## src/rtl/fpld_pkg.sv

```systemverilog
package fpld_pkg;

  // Register and memory widths
  parameter int unsigned DW      = 64;
  parameter int unsigned WW      = 32;

  // Single-precision field widths
  parameter int unsigned S_EXP_W = 8;
  parameter int unsigned S_FRC_W = 23;

  // Double-precision field widths
  parameter int unsigned D_EXP_W = 11;
  parameter int unsigned D_FRC_W = 52;

  // Derived constants
  localparam int unsigned PAD_W    = D_FRC_W - S_FRC_W;
  localparam int unsigned BIAS_ADJ = (1 << (D_EXP_W - 1)) - (1 << (S_EXP_W - 1));
  localparam int unsigned LZ_W     = $clog2(S_FRC_W + 1);

  typedef enum logic [1:0] {
    FMT_SGL = 2'b00,
    FMT_DBL = 2'b01,
    FMT_WSX = 2'b10,
    FMT_WZX = 2'b11
  } fpld_fmt_e;

  // Number of leading zeros of a single fraction; only meaningful when f != 0.
  function automatic logic [LZ_W-1:0] frac_lz(input logic [S_FRC_W-1:0] f);
    logic [LZ_W-1:0] n;
    n = LZ_W'(S_FRC_W - 1);
    for (int i = 0; i < S_FRC_W; i++) begin
      if (f[i]) n = LZ_W'(S_FRC_W - 1 - i);
    end
    return n;
  endfunction

  // Exponent of a normal single, rebiased for double precision.
  function automatic logic [D_EXP_W-1:0] rebias(input logic [S_EXP_W-1:0] e);
    return D_EXP_W'(e) + D_EXP_W'(BIAS_ADJ);
  endfunction

endpackage

```

## src/rtl/fpld_sp_widen.sv

```systemverilog
module fpld_sp_widen
  import fpld_pkg::*;
(
  input  logic [WW-1:0] word_i,
  output logic [DW-1:0] dbl_o,
  output logic          is_denorm_o,
  output logic          is_special_o
);

  logic               sgn;
  logic [S_EXP_W-1:0] exp_s;
  logic [S_FRC_W-1:0] frc_s;
  logic               exp_zero, exp_ones, frc_zero;
  logic [LZ_W-1:0]    lz;
  logic [S_FRC_W-1:0] norm_frc;
  logic [D_EXP_W-1:0] norm_exp;

  assign sgn   = word_i[WW-1];
  assign exp_s = word_i[WW-2 -: S_EXP_W];
  assign frc_s = word_i[S_FRC_W-1:0];

  assign exp_zero = (exp_s == '0);
  assign exp_ones = (exp_s == '1);
  assign frc_zero = (frc_s == '0);

  assign is_denorm_o  = exp_zero && !frc_zero;
  assign is_special_o = exp_ones;

  // Denormal normalization: shift past the leading one.
  assign lz       = frac_lz(frc_s);
  assign norm_frc = frc_s << (lz + 1'b1);
  assign norm_exp = D_EXP_W'(BIAS_ADJ) - D_EXP_W'(lz);

  always_comb begin
    if (exp_zero && frc_zero) begin
      dbl_o = {sgn, {(DW-1){1'b0}}};
    end else if (exp_ones) begin
      dbl_o = {sgn, {D_EXP_W{1'b1}}, frc_s, {PAD_W{1'b0}}};
    end else if (exp_zero) begin
      dbl_o = {sgn, norm_exp, norm_frc, {PAD_W{1'b0}}};
    end else begin
      dbl_o = {sgn, rebias(exp_s), frc_s, {PAD_W{1'b0}}};
    end
  end

endmodule

```

## src/rtl/fpld_int_place.sv

```systemverilog
module fpld_int_place
  import fpld_pkg::*;
(
  input  logic [WW-1:0] word_i,
  input  logic          sext_i,
  output logic [DW-1:0] val_o
);

  logic fill;

  assign fill  = sext_i & word_i[WW-1];
  assign val_o = {{(DW-WW){fill}}, word_i};

endmodule

```

## src/rtl/fpld_out_stage.sv

```systemverilog
module fpld_out_stage #(
  parameter int unsigned W = 64
) (
  input  logic         clk_i,
  input  logic         rst_ni,
  input  logic         en_i,
  input  logic [W-1:0] d_i,
  output logic         vld_o,
  output logic [W-1:0] q_o
);

  always_ff @(posedge clk_i) begin
    if (!rst_ni) begin
      vld_o <= 1'b0;
      q_o   <= '0;
    end else begin
      vld_o <= en_i;
      if (en_i) q_o <= d_i;
    end
  end

endmodule

```

## src/rtl/fpld_formatter.sv

```systemverilog
module fpld_formatter
  import fpld_pkg::*;
(
  input  logic          clk_i,
  input  logic          rst_ni,
  input  logic          in_valid_i,
  input  logic [1:0]    fmt_i,
  input  logic [DW-1:0] mem_data_i,
  output logic          out_valid_o,
  output logic [DW-1:0] out_data_o
);

  fpld_fmt_e     fmt;
  logic [DW-1:0] sgl_val, int_val, nxt_val;
  logic          sgl_denorm, sgl_special;

  assign fmt = fpld_fmt_e'(fmt_i);

  fpld_sp_widen u_widen (
    .word_i      (mem_data_i[WW-1:0]),
    .dbl_o       (sgl_val),
    .is_denorm_o (sgl_denorm),
    .is_special_o(sgl_special)
  );

  fpld_int_place u_place (
    .word_i(mem_data_i[WW-1:0]),
    .sext_i(fmt == FMT_WSX),
    .val_o (int_val)
  );

  always_comb begin
    unique case (fmt)
      FMT_SGL: nxt_val = sgl_val;
      FMT_DBL: nxt_val = mem_data_i;
      default: nxt_val = int_val;
    endcase
  end

  fpld_out_stage #(.W(DW)) u_out (
    .clk_i (clk_i),
    .rst_ni(rst_ni),
    .en_i  (in_valid_i),
    .d_i   (nxt_val),
    .vld_o (out_valid_o),
    .q_o   (out_data_o)
  );

endmodule

```

## config.mk

```make
export PLATFORM = sky130hd
export DESIGN_NAME = fpld_formatter
export DESIGN_NICKNAME = d
export VERILOG_FILES = /design/src/rtl/fpld_pkg.sv /design/src/rtl/fpld_sp_widen.sv /design/src/rtl/fpld_int_place.sv /design/src/rtl/fpld_out_stage.sv /design/src/rtl/fpld_formatter.sv
export SDC_FILE = /design/constraint.sdc
export NUM_CORES = 1
export LEC_CHECK = 0
export CORE_UTILIZATION = 65
export DETAILED_ROUTE_END_ITERATION = 16
export DONT_BUFFER_PORTS = 1
export PLACE_DENSITY = 0.87
export SLEW_MARGIN = 30
export SYNTH_ARGS = -nofsm -noshare
export SYNTH_HDL_FRONTEND = slang
export SYNTH_HIERARCHICAL = 1
export SYNTH_SLANG_ARGS = --single-unit
export TNS_END_PERCENT = 50
```

## constraint.sdc

```tcl
create_clock -name clk_i -period 9.2 [get_ports clk_i]
set_input_delay 1.84 -clock clk_i [delete_from_list [all_inputs] [get_ports clk_i]]
set_output_delay 1.84 -clock clk_i [all_outputs]
set_load 0.005 [all_outputs]
```

After elaboration in Yosys (flattened, before gate mapping). Cells that the tools add are included.

Flip-flop bits (word level): 65. Memory bits (read-only): 0. Memories kept: 0. Latch bits: 0. Bits in writable memories: 0.

Equal/unequal tests: 3. Multiply operators: 0. Div/mod/pow operators: 0. Reduce and logical (&&, ||, !) cells: 4. Magnitude comparators: 0. Bitwise operators: 1. Mux-type cells: 26. Shifts and indexed selects: 1. Add/sub/neg operators: 3.

Operators by type and width (number): two-way mux 63 bit (3); case mux 64 bit (2 select lines) (1); two-way mux 5 bit (16); zero test 23 bit (1); << shifter 23 x 5 -> 23 bit (1); two-way mux 3 bit (4); adder 8 x 10 -> 11 bit (second input constant) (1); subtractor 10 x 5 -> 11 bit (first input constant) (1); == test 8 bit (second input constant) (1); zero test 8 bit (1); adder 5 x 1 -> 5 bit (second input constant) (1); two-way mux 2 bit (2); == test 2 x 1 -> 1 bit (second input constant) (1); == test 2 bit (second input constant) (1); zero test 2 bit (1); AND 1 bit (1); logical AND 1 bit (1).

Depth between registers and ports, before layout.
Depth in word-level cells: 28. Gate-level depth with buffers: 21. Gate-level depth less buffers: 16.

Hierarchy. The synthesis kept the hierarchy.

By module, submodules not included: fpld_out_stage (cells each 208, area an instance 2489.9 um2, times used 1, sequential area each 1301.2 um2); fpld_sp_widen (cells each 324, area an instance 2361.0 um2, times used 1, sequential area each 0.0 um2); fpld_formatter (cells each 214, area an instance 1342.5 um2, times used 1, sequential area each 0.0 um2); fpld_int_place (cells each 65, area an instance 486.7 um2, times used 1, sequential area each 0.0 um2).

Least setup slack after synthesis. Ideal clock, no wire load.

Path type: input -> register. Start: input mem_data_i[11]. End: register u_out.q_o[47]. Arrival time: 5.297 ns. Stages on the path: 19. Path slack: 3.787 ns. Data required time: 9.084 ns. Cell sequence: buf_2 nor4_1 o21ai_0 o211ai_2 nand2_2 buf_6 buf_2 ha_1 clkbuf_1 inv_2 clkbuf_1 mux2_2 a21oi_1 a221oi_2 a211o_1 mux2i_1 o21ai_1 mux2i_1 nor2b_1.

Longest elaborated chain between the ends: 18. Elaborated cells on any way between the ends: 20. Those cells by class: add/sub: 1; shift: 1; mux: 16; reduce/logical: 2.

RTL lines: start, declared (RTL line fpld_formatter.sv:8) `input logic [DW-1:0] mem_data_i,`; two-way mux 5 bit (12 in a row) (RTL line fpld_pkg.sv:32) `if (f[i]) n = LZ_W'(S_FRC_W - 1 - i);`; adder 5 x 1 -> 5 bit (RTL line fpld_sp_widen.sv:31) `assign norm_frc = frc_s << (lz + 1'b1);`; << shifter 23 x 5 -> 23 bit (RTL line fpld_sp_widen.sv:31); two-way mux 63 bit (RTL line fpld_sp_widen.sv:39) `end else if (exp_zero) begin`; two-way mux 63 bit (RTL line fpld_sp_widen.sv:37) `end else if (exp_ones) begin`; two-way mux 63 bit * (RTL line fpld_sp_widen.sv:35) `if (exp_zero && frc_zero) begin`; named net sgl_val[47] (RTL line fpld_formatter.sv:14) `logic [DW-1:0] sgl_val, int_val, nxt_val;`; case mux 64 bit (2 select lines) * (RTL line fpld_formatter.sv:33) `unique case (fmt)`; named net nxt_val[47] (RTL line fpld_formatter.sv:14); end signal, assigned (RTL line fpld_out_stage.sv:18) `if (en_i) q_o <= d_i;`; end, declared (RTL line fpld_out_stage.sv:9) `output logic [W-1:0] q_o`.

The timed path passes the listed nets; every way through them passes the cells marked *. A chain may end at the register's enable or synchronous reset.

Worst setup path after layout.
Start: input mem_data_i[16]. End: register u_out.q_o[45].

Longest elaborated chain between the ends: 13. Elaborated cells on any way between the ends: 15. Those cells by class: add/sub: 1; shift: 1; mux: 11; reduce/logical: 2.

RTL lines (RTL line): two-way mux 5 bit (7 in a row) (fpld_pkg.sv:32); adder 5 x 1 -> 5 bit (fpld_sp_widen.sv:31); << shifter 23 x 5 -> 23 bit (fpld_sp_widen.sv:31); two-way mux 63 bit (fpld_sp_widen.sv:39); two-way mux 63 bit (fpld_sp_widen.sv:37); two-way mux 63 bit * (fpld_sp_widen.sv:35); named net sgl_val[45] (fpld_formatter.sv:14); case mux 64 bit (2 select lines) * (fpld_formatter.sv:33); named net nxt_val[45] (fpld_formatter.sv:14).

Marks and branches as above.

==> flow_summary_export.csv <==
group,metric,value,unit
route,dr.pass1.iters,5,
floorplan,dieWidth,103,um
sta,finalMaxSlewViolations,0,
floorplan,design.die.area,0.0107,mm^2
cts,cts_buffer_depth,2,
yosys,ys_ff_latch,65,
yosys,async_flop_share,0,
global_route,grt_pass1_vias,4987,
sta,rsz0062_at_grt,"false",
layout,nFillCells,895,
sta,hold_violations,0,
floorplan,pin_count,134,
cts,clock_latency,0.37,ns
cts,root_buffer,"clkbuf_8",
job,cap_viol_max_count,0,
placement,dpl.hpwl,12200,um
route,via_per_inst,6.47,
sta,tightest_slew,0.886,ns
yosys,yosys_warnings,6,
yosys,synth_cells,811,
layout,final_cell_mix,"mux2i_1 (142), nand2_1 (97), nor2b_1 (71)",
yosys,yosysSeqAreaShare,0.195,
yosys,syn_area,0.00668,mm^2
cts,post_cts_resized,0,
global_route,antenna_found_initial,0,
route,vias,5360,
sta,fin_skew,0,ns
sta,period_share,0.619,
route,drc,0,
cts,cts_setup_buffers,0,
layout,antenna_cells,0,
sta,maxSlewHeadroom,0.407,
setup_path,worst_setup_path_end_kind,"register",
route,routed_wl,17600,um
setup_path,r2r_setup_slack,8.52,ns
cts,cts_tree,"yes",
floorplan,fp.coreArea,0.00986,mm^2
placement,portBuffers,0,
layout,mostFrequentLayoutCell,"mux2i_1",
cts,clkSlewWorstSetupHoldPaths,0.08,ns
power_and_ir_drop,ir_drop,0.0797,mV
floorplan,start_util,0.677,
layout,drive_above_1_share,0.0790,
placement,place.gp.congestion,1.03,
yosys,yosys_most_used_dff,"dfxtp_1",
cts,cts_buffers,9,
route,avgRoutedWirePerCell,21.3,um
yosys,ys_types,72,
setup_path,crit_fanout,25,
sta,setup_violations,0,
cts,holdBufCountCts,0,
yosys,syn-mean-instance-area,8.24,um^2
route,final_antenna_net_count,0,
setup_path,cp-start-kind,"input port",
layout,multiInputGateArea,0.00429,mm^2
layout,area_delta_synth_final,-9.46,%
setup_path,crit_type,"input port to register",
sta,layout_setup_ws,3.50,ns
run_status,status,"finished, final reports clean",
floorplan,std_cell_rows,36,
hold_path,hold_class,"register to register",
route,drtIter0Drc,505,
global_route,grt_overflow,0,
sta,fmax,0.176,GHz
sta,finalWorstPathRequiredPeriod,5.70,ns
cts,h-tree-depth,3,
power_and_ir_drop,power_density,131,mW/mm^2
power_and_ir_drop,p_leak,2.52,nW
floorplan,die_h,103,um
setup_path,cp_data_arrival_time,5.96,ns
layout,nNetsFinal,762,
global_route,grt_usage,0.329,
yosys,synth_edf_count,0,
setup_path,crit_required,9.47,ns
global_route,grt_max_degree,130,
layout,ff_latch_area,0.00130,mm^2
sta,tns,0,ns
global_route,grt_pass1_wl,26400,um
cts,cts.sinks,65,
placement,preCtsSetupSlack,3.23,ns
-- kinds of logic (layout without fill, tap and decap cells) --
kind of cell | after synthesis | in the layout | share of synthesized area
buf+inv | 174 | 31 | 0.180
other cells | 1 | 29 | 0.000561
fa+ha+maj | 2 | 2 | 0.00375
mux | 160 | 160 | 0.269
simple gates | 239 | 239 | 0.177
compound gates | 164 | 164 | 0.164
xor+xnor | 6 | 6 | 0.0118
flops | 65 | 65 | 0.195
-- through the flow --
| stage | utilization | std cells | power, mW | hold slack, ns | area, um^2 |
|---|---|---|---|---|---|
| after CTS | 0.613 | 829 | 0.794 | 0.545 | 6050 |
| after detailed placement | 0.590 | 813 | 0.507 | 0.533 | 5820 |
| final | 0.613 | 829 | 0.794 | 0.544 | 6050 |
| after global routing | 0.613 | 829 | 0.827 | 0.564 | 6050 |
| after floorplan | - | 839 | 0.535 | 0.507 | 6790 |
| after global placement | 0.590 | 813 | 0.503 | 0.523 | 5820 |
-- power breakdown --
part / leakage (nW) / switching (mW) / internal, mW
logic: 1.87 / 0.0972 / 0.0947
clock network: 0.113 / 0.129 / 0.161
registers: 0.534 / 0.0134 / 0.299
total: 2.52 / 0.240 / 0.554
-- cell type report --
type,count,area share
inverter,12,0.00745
clock inverter,6,0.0149
timing repair buffer,3,0.00372
clock buffer,10,0.0228
sequential,65,0.215
multi-input combinational,600,0.709
tap,133,0.0275
-- registers in the layout (all words and copies together), names as in the netlist --
register,count
u_out/q_o,64
u_out/vld_o,1
-- worst max-delay path: stages --
cell and delay (ns):
nor4_1 0.57, o211ai_2 0.32, nand2_2 0.50, ha_1 0.56
inv_2 0.53, mux4_2 0.59, mux2i_1 0.27, a2bb2oi_1 0.22
o31ai_1 0.11, mux2i_1 0.14, o21ai_1 0.08, mux2i_1 0.16
nor2b_1 0.06
-- synth_stat cells, drive strengths merged, types with 2 or more instances --
cell type | instances | area (um^2)
o31ai | 5 | 37.5
o31a | 2 | 17.5
nor2 | 30 | 113
a221oi | 4 | 47.6
a211oi | 4 | 30.0
nand2 | 98 | 370
a211o | 3 | 26.3
inv | 11 | 41.3
nand3 | 2 | 10.0
nand2b | 2 | 12.5
clkbuf | 30 | 116
nor4 | 8 | 50.1
a21oi | 20 | 100
o21ai | 78 | 394
a2111oi | 2 | 36.3
nor2b | 71 | 444
o32ai | 2 | 25.0
nor3 | 9 | 45.0
a31oi | 3 | 18.8
o311a | 2 | 20.0
a21o | 5 | 37.5
o22ai | 6 | 37.5
dfxtp | 65 | 1300
o221ai | 4 | 35.0
o311ai | 2 | 25.0
a32o | 2 | 20.0
and2 | 5 | 31.3
buf | 132 | 1040
or4 | 2 | 22.5
mux2 | 3 | 33.8
a31o | 2 | 17.5
xnor2 | 5 | 70.1
mux2i | 142 | 1420
ha | 2 | 25.0
nand4 | 7 | 43.8
and4 | 2 | 17.5
mux4 | 15 | 342
o211ai | 7 | 57.6
a22oi | 2 | 15.0
-- worst paths after layout --
| check | startpoint | to | cells after the start |
|---|---|---|---|
| worst max register to register | u_out/q_o[57]$_SDFFE_PN0P_ | u_out/q_o[57]$_SDFFE_PN0P_ | 2 |
| worst max-delay path | mem_data_i[16] | u_out/q_o[45]$_SDFFE_PN0P_ | 13 |
| worst min register to register | u_out/q_o[63]$_SDFFE_PN0P_ | u_out/q_o[63]$_SDFFE_PN0P_ | 2 |
| worst min-delay path | u_out/q_o[63]$_SDFFE_PN0P_ | u_out/q_o[63]$_SDFFE_PN0P_ | 2 |
-- layer usage --
metal | vias to the layer above | track usage | share of wire
li1 | 2493 | - | -
met4 | 0 | 0.154 | 0.034
met2 | 269 | 0.537 | 0.47
met3 | 48 | 0.0773 | 0.085
met5 | - | 0 | 0
met1 | 2550 | 0.411 | 0.41
No activity file was read; power rests on OpenSTA's default activity.
